### config.mk
export PLATFORM = sky130hd
export DESIGN_NAME = pll_lock_qualifier
export DESIGN_NICKNAME = d
export VERILOG_FILES = /design/src/rtl/lockq_pkg.sv /design/src/rtl/lockq_sync.sv /design/src/rtl/lockq_mismatch.sv /design/src/rtl/lockq_qual_timer.sv /design/src/rtl/pll_lock_qualifier.sv
export SDC_FILE = /design/constraint.sdc
export NUM_CORES = 1
export LEC_CHECK = 0
export BUFFER_PORTS_ARGS = -buffer_cell sky130_fd_sc_hd__buf_2
export CAP_MARGIN = 40
export CORE_MARGIN = 2
export CORE_UTILIZATION = 55
export DETAILED_ROUTE_END_ITERATION = 16
export MAX_ROUTING_LAYER = met4
export PLACE_DENSITY = 0.79
export SLEW_MARGIN = 20
export SYNTH_ARGS = -nofsm -noshare
export SYNTH_HDL_FRONTEND = slang
export SYNTH_SLANG_ARGS = --single-unit
### constraint.sdc
create_clock -name clk -period 2.3 [get_ports clk]
set_input_delay 0.23 -clock clk [delete_from_list [all_inputs] [get_ports clk]]
set_output_delay 0.23 -clock clk [all_outputs]
set_load 0.005 [all_outputs]
### src/rtl/lockq_pkg.sv
package lockq_pkg;
  localparam int QUAL_W = 5;

  typedef enum logic [1:0] {
    QSEL_16 = 2'b00,
    QSEL_2  = 2'b01,
    QSEL_4  = 2'b10,
    QSEL_8  = 2'b11
  } qual_sel_e;

  function automatic logic [QUAL_W-1:0] qual_periods(input qual_sel_e sel);
    case (sel)
      QSEL_2:  return QUAL_W'(2);
      QSEL_4:  return QUAL_W'(4);
      QSEL_8:  return QUAL_W'(8);
      default: return QUAL_W'(16);
    endcase
  endfunction
endpackage

### src/rtl/lockq_sync.sv
module lockq_sync #(
  parameter int WIDTH  = 3,
  parameter int STAGES = 2
) (
  input  logic             clk,
  input  logic             rst,
  input  logic [WIDTH-1:0] d,
  output logic [WIDTH-1:0] q
);
  logic [WIDTH-1:0] stage [STAGES];

  for (genvar g = 0; g < STAGES; g++) begin : g_stage
    always_ff @(posedge clk) begin
      if (rst) begin
        stage[g] <= '0;
      end else if (g == 0) begin
        stage[g] <= d;
      end else begin
        stage[g] <= stage[(g == 0) ? 0 : g-1];
      end
    end
  end

  assign q = stage[STAGES-1];
endmodule

### src/rtl/lockq_mismatch.sv
module lockq_mismatch #(
  parameter int MIS_W = 6
) (
  input  logic             clk,
  input  logic             rst,
  input  logic             up_s,
  input  logic             dn_s,
  input  logic             ref_edge,
  output logic [MIS_W-1:0] meas_cnt,
  output logic             meas_vld
);
  localparam logic [MIS_W-1:0] CNT_MAX = '1;

  logic [MIS_W-1:0] run_cnt;
  logic [MIS_W-1:0] run_next;
  logic             differ;

  assign differ = up_s ^ dn_s;

  always_comb begin
    run_next = run_cnt;
    if (differ && (run_cnt != CNT_MAX)) begin
      run_next = run_cnt + MIS_W'(1);
    end
  end

  always_ff @(posedge clk) begin
    if (rst) begin
      run_cnt  <= '0;
      meas_cnt <= '0;
      meas_vld <= 1'b0;
    end else begin
      meas_vld <= ref_edge;
      if (ref_edge) begin
        meas_cnt <= run_next;
        run_cnt  <= '0;
      end else begin
        run_cnt  <= run_next;
      end
    end
  end
endmodule

### src/rtl/lockq_qual_timer.sv
module lockq_qual_timer #(
  parameter int QW = 5
) (
  input  logic          clk,
  input  logic          rst,
  input  logic          tick,
  input  logic          hold,
  input  logic          clear,
  input  logic [QW-1:0] target,
  output logic [QW-1:0] count,
  output logic          done
);
  assign done = (count >= target);

  always_ff @(posedge clk) begin
    if (rst) begin
      count <= '0;
    end else if (clear) begin
      count <= '0;
    end else if (tick && !hold && !done) begin
      count <= count + QW'(1);
    end
  end
endmodule

### src/rtl/pll_lock_qualifier.sv
module pll_lock_qualifier
  import lockq_pkg::*;
#(
  parameter int SYNC_STAGES = 2,
  parameter int MIS_W       = 6,
  parameter int SHORT_TICKS = 4,
  parameter int LONG_TICKS  = 8
) (
  input  logic       clk,
  input  logic       rst,
  input  logic       ref_clk_i,
  input  logic       up_i,
  input  logic       dn_i,
  input  logic [1:0] qual_sel_i,
  input  logic       win_sel_i,
  input  logic       stat_en_i,
  output logic       lock_o,
  output logic       status_o
);
  localparam logic [MIS_W-1:0] SHORT_THR = MIS_W'(SHORT_TICKS);
  localparam logic [MIS_W-1:0] LONG_THR  = MIS_W'(LONG_TICKS);

  logic [2:0]        raw_vec;
  logic [2:0]        sync_vec;
  logic              ref_s, up_s, dn_s;
  logic              ref_d;
  logic              ref_edge;
  qual_sel_e         qual_sel_q;
  logic              win_sel_q;
  logic [MIS_W-1:0]  win_thr;
  logic [QUAL_W-1:0] qual_target;
  logic [MIS_W-1:0]  meas_cnt;
  logic              meas_vld;
  logic [QUAL_W-1:0] qual_cnt;
  logic              qual_done;
  logic              lock_q;
  logic              status_q;
  logic              grant_evt;
  logic              unlock_evt;

  assign raw_vec = {ref_clk_i, up_i, dn_i};

  lockq_sync #(
    .WIDTH (3),
    .STAGES(SYNC_STAGES)
  ) u_sync (
    .clk(clk),
    .rst(rst),
    .d  (raw_vec),
    .q  (sync_vec)
  );

  assign {ref_s, up_s, dn_s} = sync_vec;
  assign ref_edge = ref_s & ~ref_d;

  always_ff @(posedge clk) begin
    if (rst) begin
      ref_d      <= 1'b0;
      qual_sel_q <= QSEL_16;
      win_sel_q  <= 1'b0;
    end else begin
      ref_d <= ref_s;
      if (ref_edge) begin
        qual_sel_q <= qual_sel_e'(qual_sel_i);
        win_sel_q  <= win_sel_i;
      end
    end
  end

  assign win_thr     = win_sel_q ? LONG_THR : SHORT_THR;
  assign qual_target = qual_periods(qual_sel_q);

  lockq_mismatch #(
    .MIS_W(MIS_W)
  ) u_mismatch (
    .clk     (clk),
    .rst     (rst),
    .up_s    (up_s),
    .dn_s    (dn_s),
    .ref_edge(ref_edge),
    .meas_cnt(meas_cnt),
    .meas_vld(meas_vld)
  );

  assign grant_evt  = meas_vld && !lock_q && qual_done && (meas_cnt < win_thr);
  assign unlock_evt = meas_vld &&  lock_q && (meas_cnt >= win_thr);

  lockq_qual_timer #(
    .QW(QUAL_W)
  ) u_timer (
    .clk   (clk),
    .rst   (rst),
    .tick  (meas_vld),
    .hold  (lock_q),
    .clear (unlock_evt),
    .target(qual_target),
    .count (qual_cnt),
    .done  (qual_done)
  );

  always_ff @(posedge clk) begin
    if (rst) begin
      lock_q   <= 1'b0;
      status_q <= 1'b0;
    end else begin
      if (grant_evt) begin
        lock_q <= 1'b1;
      end else if (unlock_evt) begin
        lock_q <= 1'b0;
      end
      status_q <= stat_en_i & lock_q;
    end
  end

  assign lock_o   = lock_q;
  assign status_o = status_q;
endmodule

* Word-level counts from Yosys, hierarchy flattened *
Memory sizes are Yosys's and may differ from the RTL's.
Cells that the tools add are included.

word-level totals
  flip-flop bits (word level) = 24
  RAM bits = 6
  input bits = 9
  memories = 1

cells by class
  add/sub/neg operators = 2
  magnitude comparators = 3
  equal/unequal tests = 4
  multiplexer cells = 10
  bitwise operators = 6
  reductions and logical operators = 12

memory list
  name          depth  width  read ports  clocked after Yosys merged registers in  wr ports  line              source
  u_sync.stage  2      3      2           0                                        2         lockq_sync.sv:10  logic [WIDTH-1:0] stage [STAGES];

operator list
  cell                   number
  $pmux W5 S3            1
  $logic_and A1 B1 Y1    7
  $add A6 B1 Y6 const B  1
  $ge A6 B4 Y1           1
  $lt A6 B4 Y1           1
  $mux W3                2
  $mux W6                1
  $ne A6 B6 Y1 const B   1
  $add A5 B1 Y5 const B  1
  $ge A5 B5 Y1           1
  $mux W1                5
  $eq A2 B2 Y1 const B   2
  $mux W4                1
  $reduce_or A2 Y1       2
  $and A1 B1 Y1          2
  $eq A2 B1 Y1 const B   1
  $logic_not A1 Y1       2
  $or A1 B1 Y1           2
  $reduce_bool A2 Y1     1
  $not A1 Y1             1
  $xor A1 B1 Y1          1

* Depth between registers and ports, before layout *
Gate-level depths: netlist of the first run.

  depth after elaboration = 6
  gate-level depth with buffers = 7

* By module *
A second synthesis of the first run with hierarchy kept.

unflattened totals
  cell total of the unflattened synthesis = 156
  area total of the unflattened synthesis = 1442.6 µm²

modules (own cells, without submodules)
  module              instances  cells an instance  area an instance (µm²)  seq. area each (µm²)
  lockq_mismatch      1          60                 550.5                   260.2
  lockq_qual_timer    1          48                 421.7                   100.1
  pll_lock_qualifier  1          36                 312.8                   120.1
  lockq_sync          1          12                 157.7                   120.1

* Least setup slack after synthesis of the first run *
No wires, ideal clock.

  path kind = register to register
  from = register qual_sel_q[1]
  to = register u_timer.count[1]
  library setup time = 116 ps
  data arrival time = 1602 ps
  required time = 2184 ps
  slack = 582 ps
  stages on the path, launching flop included = 8
  period minus slack after synthesis = 1718 ps
  path through = dfxtp_1 or2_1 ha_1 a21oi_2 nand2_2 nor4b_4 mux2i_1 nor2_1

between the ends
  word-level cells in the longest chain between the ends = 5
  elaborated cells between the ends (all ways) = 7

ends and longest elaborated chain
  item                                          line                      source
  start: declaration                            pll_lock_qualifier.sv:28  qual_sel_e qual_sel_q;
  start signal: assignment                      pll_lock_qualifier.sv:64  qual_sel_q <= qual_sel_e'(qual_sel_i);
  $eq A2 B2 Y1 or $eq A2 B1 Y1 (tied branches)  lockq_pkg.sv:12           case (sel)
  $pmux W5 S3 (*)                               lockq_pkg.sv:12
  $ge A5 B5 Y1 (*)                              lockq_qual_timer.sv:13    assign done = (count >= target);
  $logic_not A1 Y1 (*)                          lockq_qual_timer.sv:20    end else if (tick && !hold && !done) begin
  $logic_and A1 B1 Y1 (*)                       lockq_qual_timer.sv:20
  end signal: assignment                        lockq_qual_timer.sv:21    count <= count + QW'(1);
  end: declaration                              lockq_qual_timer.sv:10    output logic [QW-1:0] count,

Every way passes the cells marked *; elsewhere a longest branch is shown, timed or not.
A chain may end at the register's enable or synchronous reset.

* Worst setup path after layout of the first run *
  from = register qual_sel_q[1]
  to = register u_timer.count[2]

The elaborated chain is that of the path after synthesis.

==> reports/results.ini, run 1 <==
[cts]
postCtsSetupRepairBufs = 0
clk_pin_slew_ps = 90
clock-sinks = 30
htreeDepth = 2
clock_latency_ps = 330
cts_root_buf = clkbuf_4
hold_buffers = 0
cts_made_buffers = 5
cts_resized = 0
cts_tree = built
clockBufferDepth = 2

[critical_path]
worstPathCellList = or2_1, ha_1, a21oi_2, nand2_2, nor4bb_1, xnor2_1, nor2_1
cp_slowest_stage_delay_ps = 360
worstPathRequired_ps = 2530
crit_fanout = 5
worst_setup_path_end_kind = flip-flop
slowest_stage = nor4bb_1
path_class = reg2reg
worstPathArrival_ps = 2080
cp-start-kind = flip-flop

[logic_synthesis]
synth_seq_cells = 30
synth-main-ff-cell = dfxtp_1
syn_avg_cell_area_um2 = 10.1
syn_inst = 129
synth_edf_count = 0
yosys_warnings = 0
yosysTopAreaCell = dfxtp_1
synthArstFlopShare_pct = 0
seq_area_frac_synth_pct = 46.2
synthDistinctLibCells = 34
netlist_top_cells_area = dfxtp_1 (46%), ha_1 (7.7%), nor2b_1 (5.3%), xnor2_1 (4.0%), nand2_1 (3.5%)
syn_nets = 146
yosysTopAreaCellShare_pct = 46.2
syn_area_um2 = 1300

[drt]
dr.pass1.iters = 4
drt-vias-per-instance = 5.25
drt_iter0_drc = 10
top_layer = met4
drc = 0
wl_per_cell_um = 12.4
routed_wl_mm = 2.16
routed-wl-met2_mm = 1.00
routedLengthMet1_mm = 1.03
dr_wl_met3_um = 100
postRouteAntennaNets = 0
vias = 914

[layout]
syn2layout_area_growth_pct = 10.6
mostFrequentLayoutCell = dfxtp_1
layout-drive-gt1-share_pct = 19.9
diodes = 0
nFillCells = 183
nets = 162
layout_common_cells = dfxtp_1 (30), nand2_1 (12), nor2b_1 (11), nor2_1 (11), buf_2 (10)

[pwr]
power_switching_w = 0.000216
pwr-share-clk_pct = 35.0
power.total_w = 0.000921
p_leak_nw = 0.581
intPower_w = 0.000705
ir_drop_v = 0.000462
swShare_pct = 23.5
seq_power_share_pct = 58.5
powerDensity_nw_per_um2 = 641
power.share.combinational_pct = 6.5

[min_path]
holdCritPathClass = in2reg

[global_route]
grt_max_degree = 11
grtUsageTotal_pct = 20.4
grt_pass1_wl_mm = 3.80
grt_pass1_vias = 878
antenna_found_initial = 0
grt_overflow = 0

[status]
status = complete, no violations

[flow_run]
max_cap_viol_count = 0

[placement]
hpwlAfterDp_mm = 1.68
routabilityCongestion = 0.781
portBuffers = 10

[die]
die_w_um = 52.6
core_um2 = 2230
num_rows = 17
io_pins = 11
dieHeight_um = 52.6
dieArea_um2 = 2770
initial_core_util_pct = 58.2

[sta]
slew_viol_final = 0
fmaxAchievable_mhz = 539
clock_skew_ps = 3.40
post-route-min-period_ps = 1860
finalHoldViolations = 0
setup_tns_ps = 0
worst_slew_pin_slew_ps = 588
setup_viol = 0
post-route-period-util_pct = 80.7
rsz0062_at_grt = no
max_slew_margin_pct = 60.8

-- final timing paths --
path,start,to,slack [ps],cells past startpoint
max,qual_sel_q[1],u_timer.count[2],440,7
min,up_i,u_sync.stage[0][1],100,2
max reg2reg,qual_sel_q[1],u_timer.count[2],440,7
min reg2reg,u_sync.stage[0][0],u_sync.stage[1][0],450,1
-- worst max-delay path: cells and delay by family, from the launching register on --
kind | cells | cell delay, ps
compound gates | 1 | 160
xor+xnor | 1 | 160
flops | 1 | 350
fa+ha+maj | 1 | 320
simple gates | 4 | 760
-- cell families after synthesis --
| kind of cell | synth area share [%] |
|---|---|
| xor gates and xnor gates | 6.06 |
| and+or+nand+nor | 23.2 |
| AOI/OAI and AO/OA | 10.9 |
| adders and majority gates | 7.70 |
| buffers and inverters | 2.60 |
| DFF | 46.2 |
| muxes | 3.37 |
-- synthesized netlist by cell type (all sizes together), types with 2 or more instances --
master and n:
dfxtp 30, nand2 13, nor2 11, nor2b 11
ha 8, inv 7, o21ai 6, xnor2 6
a21oi 4, mux2i 4, nand3 4, nand2b 3
xor2 3, a22o 2, and4 2, nand4 2
nor3 2
-- flip-flops by register name (all words and copies together), names as in the netlist --
signal	flops
lock_o	1
qual_sel_q	2
ref_d	1
status_o	1
u_mismatch.meas_cnt	6
u_mismatch.meas_vld	1
u_mismatch.run_cnt	6
u_sync.stage	6
u_timer.count	5
win_sel_q	1
-- area by class of cell --
type	count	area (um2)	area share, %
Tap cell	28	35.0	2.44
Multi-Input combinational cell	91	666	46.3
Clock inverter	1	5.00	0.348
Timing Repair Buffer	10	50.0	3.48
Sequential cell	30	601	41.8
Inverter	7	26.3	1.83
Clock buffer	7	55.1	3.83
-- power by group through the flow --
stage	registers (W)	logic, W	clock network (W)
final	0.000539	0.0000598	0.000322
after global routing	0.000541	0.0000669	0.000358
after CTS	0.000539	0.0000600	0.000329
after detailed placement	0.000551	0.0000596	0
after global placement	0.000550	0.0000566	0
after floorplan	0.000549	0.0000443	0
-- per-layer routing --
| layer | global-route usage [%] | vias up |
|---|---|---|
| li1 | - | 474 |
| met1 | 23.7 | 419 |
| met2 | 30.6 | 15 |
| met3 | 8.57 | 6 |
| met4 | 8.97 | 0 |
| met5 | - | - |
-- per-stage QoR --
| step | cell area (um2) | std cells | utilization (%) | hold WS, ps | worst slack (ps) |
|---|---|---|---|---|---|
| after floorplan | 1300 | 129 | - | 345 | 582 |
| after global placement | 1380 | 166 | 61.7 | 428 | 518 |
| after detailed placement | 1380 | 166 | 61.7 | 434 | 432 |
| after CTS | 1440 | 174 | 64.4 | 95.6 | 427 |
| after global routing | 1440 | 174 | 64.4 | 97.3 | 316 |
| final | 1440 | 174 | 64.4 | 103 | 445 |
Power figures use the tool's default switching activity.
==> run 2, diff against run 1 <==
==> constraint.sdc (replaced) <==
create_clock -name clk -period 1.92 [get_ports clk]
set_input_delay 0.192 -clock clk [delete_from_list [all_inputs] [get_ports clk]]
set_output_delay 0.192 -clock clk [all_outputs]
set_load 0.005 [all_outputs]
==> reports/results.ini, run 2 (synthesis gave the netlist of run 1 again) <==
[layout]
nets = 163
diodes = 0
layout_common_cells = dfxtp_1 (30), nand2_1 (12), nor2b_1 (11), nor2_1 (11), buf_2 (10)
mostFrequentLayoutCell = dfxtp_1
largest_registers = u_mismatch.meas_cnt: 6 flops, u_mismatch.run_cnt: 6 flops, u_sync.stage: 6 flops
layout-drive-gt1-share_pct = 21.1
syn2layout_area_growth_pct = 12.1
fin_cells = 175

[drt]
routed_wl_mm = 2.20
drc = 0
drt_iter0_drc = 14
postRouteAntennaNets = 0
dr.pass1.iters = 4
drt-vias-per-instance = 5.21
wl_per_cell_um = 12.6
vias = 912

[min_path]
holdCritPathClass = in2reg
holdCritStartpoint = dn_i
hold_end = u_sync.stage[0][0]
min_delay_path_depth = 2

[critical_path]
slowest_stage = dfxtp_1
timing.rr.start = qual_sel_q[1]
worst_setup_path_end_kind = flip-flop
cp-start-kind = flip-flop
reg2reg_slack_ps = 130
r2r_end = u_timer.count[1]
path_class = reg2reg
crit_fanout = 5
cp_slowest_stage_delay_ps = 350
worstPathRequired_ps = 2140
rr_worst_depth = 7
worstPathCellList = or2_1, ha_4, a21oi_2, nand2_2, nor4b_4, mux2i_1, nor2_1
worstPathArrival_ps = 2020

[cts]
hold_buffers = 0
clock-sinks = 30
cts_root_buf = clkbuf_4
htreeDepth = 2
clk_pin_slew_ps = 90
cts_tree = built
clock_latency_ps = 320
cts_made_buffers = 5
clockBufferDepth = 2

[status]
status = complete, no violations

[sta]
setup_viol = 0
hold_ws_ps = 69.4
finalHoldViolations = 0
post-route-min-period_ps = 1790
max_slew_margin_pct = 60.7
post-route-period-util_pct = 93.5
clock_skew_ps = 3.45
rsz0062_at_grt = no
setup_tns_ps = 0
worst_slew_pin_slew_ps = 589
slew_viol_final = 0
fmaxAchievable_mhz = 557

[placement]
hpwlAfterDp_mm = 1.69
portBuffers = 10
place_inst = 166
routabilityCongestion = 0.781

[global_route]
grt_pass1_vias = 893
grt_max_degree = 11
grtUsageTotal_pct = 19.4
grt_pass1_wl_mm = 3.67
grt_overflow = 0
antenna_found_initial = 0

[die]
initial_core_util_pct = 58.2
num_rows = 17
io_pins = 11
core_um2 = 2230
dieHeight_um = 52.6
die_w_um = 52.6
dieArea_um2 = 2770

[pwr]
pwr-share-clk_pct = 34.7
power_switching_w = 0.000255
intPower_w = 0.000845
ir_drop_v = 0.000629
powerDensity_nw_per_um2 = 755
power.total_w = 0.00110
seq_power_share_pct = 58.7
swShare_pct = 23.2
p_leak_nw = 0.583
power.share.combinational_pct = 6.6

[flow_run]
max_cap_viol_count = 0

## run 2: changes by cell type in the layout (fill, tap and decap cells not counted)
cell / previous run / this run
ha_4: 0 / 1
ha_1: 8 / 7
buf_4: 0 / 1
## run 2: power by group through the flow
stage	combinational, W	clock, W	sequential, W
2_1_floorplan	0.0000531	0	0.000658
3_3_place_gp	0.0000678	0	0.000659
3_5_place_dp	0.0000715	0	0.000660
4_1_cts	0.0000719	0.000394	0.000646
5_1_grt	0.0000808	0.000425	0.000648
6_report	0.0000726	0.000382	0.000646
## run 2: final cells by class
type | instances | area (um2)
tap | 28 | 35.0
sequential | 30 | 601
timing repair buffer | 11 | 57.6
fill | 183 | 776
clock inverter | 1 | 5.00
clock buffer | 7 | 55.1
inverter | 7 | 26.3
multi-input combinational | 91 | 678
## run 2: timing repair
action,4_1_cts,5_1_grt
buffers inserted,0,1
resized for setup,0,1
endpoints found under the setup margin,0,2
## run 2: per-stage QoR
step | cell area [um2] | worst slack, ps | util (%)
after floorplan | 1300 | 202 | -
after global routing | 1460 | 23.4 | 65.3
after CTS | 1440 | 46.0 | 64.4
final | 1460 | 126 | 65.3
after detailed placement | 1380 | 54.3 | 61.7
after global placement | 1380 | 138 | 61.7
## run 2: layer usage
layer / track usage (%) / share of wire (%)
met5: - / 0
met4: 7.69 / 1.5
met3: 7.71 / 4.3
met2: 30.8 / 46
met1: 21.8 / 48
## run 2: worst max-delay path by stage
stage	depth (start not counted)	slack [ps]	startpoint	end
after global routing	7	20	qual_sel_q[1]	u_timer.count[1]
after CTS	7	50	qual_sel_q[1]	u_timer.count[2]
after floorplan	7	200	qual_sel_q[1]	u_timer.count[1]
after detailed placement	7	50	qual_sel_q[1]	u_timer.count[2]
after global placement	7	140	qual_sel_q[1]	u_timer.count[2]
final	7	130	qual_sel_q[1]	u_timer.count[1]
## run 2: worst max-delay path: cells and delay by family, from the launching register on
| kind | cells | cell delay (ps) |
|---|---|---|
| muxes | 1 | 220 |
| and+or+nand+nor | 4 | 750 |
| DFF | 1 | 350 |
| adders and majority gates | 1 | 240 |
| AOI/OAI and AO/OA | 1 | 140 |
